--- config.mk ---
export PLATFORM = sky130hd
export DESIGN_NAME = irq_mask_bank
export DESIGN_NICKNAME = d
export VERILOG_FILES = /design/src/rtl/irq_mask_bank_pkg.sv /design/src/rtl/irq_mask_bank_ctrl.sv /design/src/rtl/irq_mask_bank_datapath.sv /design/src/rtl/irq_mask_bank.sv
export SDC_FILE = /design/constraint.sdc
export NUM_CORES = 1
export LEC_CHECK = 0
export CORE_MARGIN = 2
export CORE_UTILIZATION = 43
export CTS_BUF_LIST = sky130_fd_sc_hd__clkbuf_4 sky130_fd_sc_hd__clkbuf_8
export DETAILED_ROUTE_END_ITERATION = 6
export PLACE_DENSITY = 0.9
export SYNTH_ARGS = -nofsm -noshare
export SYNTH_HDL_FRONTEND = slang
export SYNTH_SLANG_ARGS = --single-unit
export TNS_END_PERCENT = 20
--- constraint.sdc ---
create_clock -name clk -period 2.25 [get_ports clk]
set_input_delay 0.5625 -clock clk [delete_from_list [all_inputs] [get_ports clk]]
set_output_delay 0.5625 -clock clk [all_outputs]
set_load 0.05 [all_outputs]
--- src/rtl/irq_mask_bank_pkg.sv ---
package irq_mask_bank_pkg;

  // Word index taken from address bits [3:2]
  localparam logic [1:0] REG_ENABLE  = 2'd0;
  localparam logic [1:0] REG_DISABLE = 2'd1;
  localparam logic [1:0] REG_MASK    = 2'd2;
  localparam logic [1:0] REG_STATUS  = 2'd3;

  typedef enum logic [1:0] {
    RD_NONE   = 2'd0,
    RD_MASK   = 2'd1,
    RD_STATUS = 2'd2
  } readSel_e;

  typedef struct packed {
    logic     setEn;     // write-one-to-enable
    logic     clrEn;     // write-one-to-disable
    logic     rdStatus;  // status read, clears on this edge
    readSel_e rdSel;     // which view drives read data
  } ctrlStrobe_t;

endpackage

--- src/rtl/irq_mask_bank_ctrl.sv ---
module irq_mask_bank_ctrl
  import irq_mask_bank_pkg::*;
#(
  parameter int ADDR_W = 4
) (
  input  logic              busSel,
  input  logic              busWrite,
  input  logic [ADDR_W-1:0] busAddr,
  output ctrlStrobe_t       strobe
);

  logic       inRange;
  logic [1:0] wordIdx;

  generate
    if (ADDR_W > 4) begin : g_wideAddr
      assign inRange = (busAddr[ADDR_W-1:4] == '0);
    end else begin : g_narrowAddr
      assign inRange = 1'b1;
    end
  endgenerate

  assign wordIdx = busAddr[3:2];

  always_comb begin
    strobe = '{setEn: 1'b0, clrEn: 1'b0, rdStatus: 1'b0, rdSel: RD_NONE};
    if (busSel && inRange) begin
      if (busWrite) begin
        strobe.setEn = (wordIdx == REG_ENABLE);
        strobe.clrEn = (wordIdx == REG_DISABLE);
      end else begin
        case (wordIdx)
          REG_MASK:   strobe.rdSel = RD_MASK;
          REG_STATUS: begin
            strobe.rdSel    = RD_STATUS;
            strobe.rdStatus = 1'b1;
          end
          default:    strobe.rdSel = RD_NONE;
        endcase
      end
    end
  end

endmodule

--- src/rtl/irq_mask_bank_datapath.sv ---
module irq_mask_bank_datapath
  import irq_mask_bank_pkg::*;
#(
  parameter int DATA_W  = 32,
  parameter int NUM_SRC = 32
) (
  input  logic               clk,
  input  logic               rstN,
  input  ctrlStrobe_t        strobe,
  input  logic [DATA_W-1:0]  wdata,
  input  logic [NUM_SRC-1:0] eventIn,
  output logic [DATA_W-1:0]  rdata,
  output logic               irqOut,
  output logic [NUM_SRC-1:0] enableVec,
  output logic [NUM_SRC-1:0] statusVec
);

  localparam int PAD_W = DATA_W - NUM_SRC;

  logic [NUM_SRC-1:0] setBits;
  logic [NUM_SRC-1:0] clrBits;
  logic [DATA_W-1:0]  maskWide;
  logic [DATA_W-1:0]  statusWide;

  assign setBits = strobe.setEn ? wdata[NUM_SRC-1:0] : '0;
  assign clrBits = strobe.clrEn ? wdata[NUM_SRC-1:0] : '0;

  genvar i;
  generate
    for (i = 0; i < NUM_SRC; i++) begin : g_src
      // Disable takes priority over enable for the same bit
      always_ff @(posedge clk or negedge rstN) begin
        if (!rstN) begin
          enableVec[i] <= 1'b0;
        end else if (clrBits[i]) begin
          enableVec[i] <= 1'b0;
        end else if (setBits[i]) begin
          enableVec[i] <= 1'b1;
        end
      end

      // A new event outranks the clear from a coinciding read
      always_ff @(posedge clk or negedge rstN) begin
        if (!rstN) begin
          statusVec[i] <= 1'b0;
        end else if (eventIn[i]) begin
          statusVec[i] <= 1'b1;
        end else if (strobe.rdStatus) begin
          statusVec[i] <= 1'b0;
        end
      end
    end

    if (PAD_W > 0) begin : g_pad
      assign maskWide   = {{PAD_W{1'b0}}, ~enableVec};
      assign statusWide = {{PAD_W{1'b0}}, statusVec};
    end else begin : g_noPad
      assign maskWide   = ~enableVec;
      assign statusWide = statusVec;
    end
  endgenerate

  always_comb begin
    case (strobe.rdSel)
      RD_MASK:   rdata = maskWide;
      RD_STATUS: rdata = statusWide;
      default:   rdata = '0;
    endcase
  end

  assign irqOut = |(statusVec & enableVec);

endmodule

--- src/rtl/irq_mask_bank.sv ---
module irq_mask_bank
  import irq_mask_bank_pkg::*;
#(
  parameter int DATA_W  = 32,
  parameter int NUM_SRC = 32,
  parameter int ADDR_W  = 4
) (
  input  logic               clk,
  input  logic               rstN,
  input  logic               busSel,
  input  logic               busWrite,
  input  logic [ADDR_W-1:0]  busAddr,
  input  logic [DATA_W-1:0]  busWdata,
  output logic [DATA_W-1:0]  busRdata,
  input  logic [NUM_SRC-1:0] eventIn,
  output logic               irqOut
);

  ctrlStrobe_t        strobe;
  logic [NUM_SRC-1:0] enableVec;
  logic [NUM_SRC-1:0] statusVec;

  irq_mask_bank_ctrl #(
    .ADDR_W(ADDR_W)
  ) u_ctrl (
    .busSel  (busSel),
    .busWrite(busWrite),
    .busAddr (busAddr),
    .strobe  (strobe)
  );

  irq_mask_bank_datapath #(
    .DATA_W (DATA_W),
    .NUM_SRC(NUM_SRC)
  ) u_dp (
    .clk      (clk),
    .rstN     (rstN),
    .strobe   (strobe),
    .wdata    (busWdata),
    .eventIn  (eventIn),
    .rdata    (busRdata),
    .irqOut   (irqOut),
    .enableVec(enableVec),
    .statusVec(statusVec)
  );

endmodule

==> summary.txt <==
Setup path
  – Crit path max-delay family: buffers and inverters
  – Crit-path max FO: 8
  – Reg2reg setup slack: 1430 ps
  – Nature of the critical path startpoint: input port
  – CP peak stage delay: 230 ps
  – Crit-path cells: buf_6 > nor2b_4 > and3b_2 > inv_2 > ha_4 > clkbuf_16 > nand2_2 > a21oi_4 > buf_6
  – Critical Path RT: 1690 ps
  – Stages on the worst setup path: 9
  – CP arrival: 1890 ps
  – Crit Reg-Reg Endpoint: u_dp.enableVec[23]
  – Critical setup path kind: in2out
  – CP max-delay cell: and3b_2
  – Buf/Inv on CP: 4
  – R2R depth: 3
  – Critical Path Most Common Cell: buf_6
  – R2R Path Start: u_dp.enableVec[23]
  – Element type at the critical path end: output port

Layout
  – Area Growth Syn to Fin: 79.5%
  – Non-filler cells, final: 528
  – Layout cells sized above 1: 50.5%
  – Final Cell Area: 5550 sq um
  – N_diodes: 0
  – Fin nets: 502

Global route
  – Initial antenna violation count: 0
  – GRT overflow: 0
  – Largest net degree at the start of global routing: 65
  – Global-route wire length before repair: 15,400 um
  – Vias in the first global route: 3,053
  – GRT Total Usage: 25.7%

Timing
  – Count of pins over their slew limit: 0
  – Tcrit/Tclk final: 109%
  – RSZ-0062 raised after global routing: yes
  – Total negative slack: -5240 ps
  – Fmax: 408 MHz
  – Final setup fails: 33
  – Fin crit period: 2450 ps
  – Post-Route Skew: 0 ps
  – Worst slew margin relative to its limit: 75.3%
  – Worst slew pin tran: 371 ps
  – Hold Vio Cnt, Final: 0
  – Final worst slack: -203 ps

Hold path
  – Hold Path Class: in2async

Clock network
  – Cts hold-fix bufs: 0
  – Clk root buf: clkbuf_8
  – Clock latency on the worst-skew pair: 330 ps
  – Clk buf depth: 2
  – CTS buffer count: 9
  – H-tree depth: 3
  – Reg clk slew, reported paths: 60 ps
  – Clock sink count: 64
  – CTS tree: done

Pwr
  – PwrDens: 553 nW/um^2
  – Leak: 1.99 nW
  – Clk pwr share: 27.8%
  – Seq pwr share: 47.1%
  – Sw frac: 30.1%
  – Combinational share of power: 25.0%
  – Peak VDD IR: 345 uV
  – Net Sw Power: 0.922 mW
  – Pint: 2.15 mW

Floorplan
  – Die W: 88.8 um
  – Num ports: 105
  – DIE AREA: 7890 sq um
  – Num rows: 30
  – Initial core utilization: 45.0%
  – Core area: 6870 sq um
  – Die height: 88.8 um

Logic synthesis
  – Yosys warning count: 0
  – Top cell type by total area after synthesis: dfrtp_1
  – Mapped Nets: 380
  – Netlist cell types: 20
  – EDFF count, synth: 0
  – Async set-or-reset flop fraction in the synthesized netlist: 100%
  – Syn Inst Count: 306
  – Flop and latch count out of synthesis: 64
  – Sequential area share after synthesis: 51.8%
  – Post-synth top area share: 51.8%
  – Avg Cell Area, Syn: 10.1 sq um
  – Area contributors post-synth: dfrtp_1, a21oi_1, a21oi_2, a21o_1, nand2b_1
  – Synth Flop Type: dfrtp_1
  – Synthesized area: 3090 sq um

Outcome
  – Outcome: complete, but fails checks
  – Failing checks: setup timing

Placement
  – Cell total after placement: 500
  – Final HPWL DP: 6400 um
  – GP Congestion: 0.793
  – Port Buffer Count: 102
  – DP Area: 4770 sq um

Route
  – Iteration-0 DRC Markers: 151
  – Routed vias: 2,955
  – Total Wirelength: 10,400 um
  – DRC Markers: 0
  – Per-cell routed wire length: 19.7 um
  – Vias per cell: 5.60
  – Initial DRT Pass Iterations: 4
  – Post-route antenna net violation count: 0

Run
  – Max-cap violations: 0
placed cells by master, fill, tap and decap left out, drive strengths merged, types with 2 or more instances in the layout:
| master | netlist | final |
|---|---|---|
| a21o | 32 | 32 |
| a21oi | 96 | 96 |
| a22oi | 16 | 16 |
| buf | 10 | 62 |
| clkbuf | 10 | 16 |
| clkdlybuf4s50 | 0 | 64 |
| clkinv | 0 | 3 |
| dfrtp | 64 | 64 |
| ha | 2 | 2 |
| inv | 2 | 2 |
| nand2 | 32 | 32 |
| nand2b | 32 | 32 |
| nand4 | 4 | 4 |
synthesized netlist by cell type (all sizes together), types with 2 or more instances:
| cell type | instances |
|---|---|
| clkbuf | 10 |
| a21oi | 96 |
| a21o | 32 |
| inv | 2 |
| a22oi | 16 |
| buf | 10 |
| nand2 | 32 |
| dfrtp | 64 |
| ha | 2 |
| nand2b | 32 |
| nand4 | 4 |
cell type report:
type	instances	area, sq um
clock inverter	4	22.5
fill	375	1320
timing repair buffer	131	1480
multi-input combinational	220	2180
sequential	64	1600
clock buffer	11	139
tap	96	120
inverter	2	10.0
power groups by stage:
stage,Combinational (mW),Sequential [mW],Clock (mW)
after global placement,0.618,1.43,0
final,0.768,1.45,0.854
after floorplan,0.399,1.40,0
after detailed placement,0.640,1.44,0
after global routing,0.820,1.46,0.925
after CTS,0.669,1.43,0.857
per-stage QoR:
stage	power, mW	worst slack (ps)	utilization [%]	hold WS, ps
floorplan	1.80	-52.6	-	267
global placement	2.05	-547	69.5	485
detailed placement	2.08	-587	69.5	493
CTS	2.96	-209	76.2	245
global route	3.21	-223	80.9	232
finish	3.07	-203	80.9	203
sequential cells by signal, summed over array words and instances (netlist names):
| register | count |
|---|---|
| u_dp.enableVec | 32 |
| u_dp.statusVec | 32 |
worst max-delay path by stage:
stage	from	end	slack [ps]
finish	busAddr[3]	busRdata[14]	-200
global route	u_dp.enableVec[16]	irqOut	-220
CTS	busAddr[3]	busRdata[1]	-210
detailed placement	busAddr[3]	busRdata[3]	-590
global placement	busWrite	busRdata[20]	-550
floorplan	busAddr[3]	busRdata[0]	-50
layer usage:
layer	share of wire (%)	global-route usage [%]	up-vias
met5	0	0	-
met4	0.53	5.92	0
met3	5.5	5.60	8
li1	-	-	1339
met2	55	44.7	111
met1	39	32.9	1497
cell families (layout without fill, tap and decap cells):
group	after synthesis	in the layout	synth area share, %
fa+ha+maj	2	2	0.809
compound gates	144	144	30.8
buf+inv	22	148	3.92
simple gates	74	74	12.7
flops	64	64	51.8
timing repair:
| action | 4_1_cts | 5_1_grt |
|---|---|---|
| endpoints found under the hold margin | 0 | 0 |
| buffers inserted | 3 | 8 |
| cloned | 1 | 3 |
| endpoints found under the setup margin | 33 | 33 |
| pin swaps | 21 | 22 |
| gates resized for setup | 73 | 43 |
(Power assumes the default switching activity.)
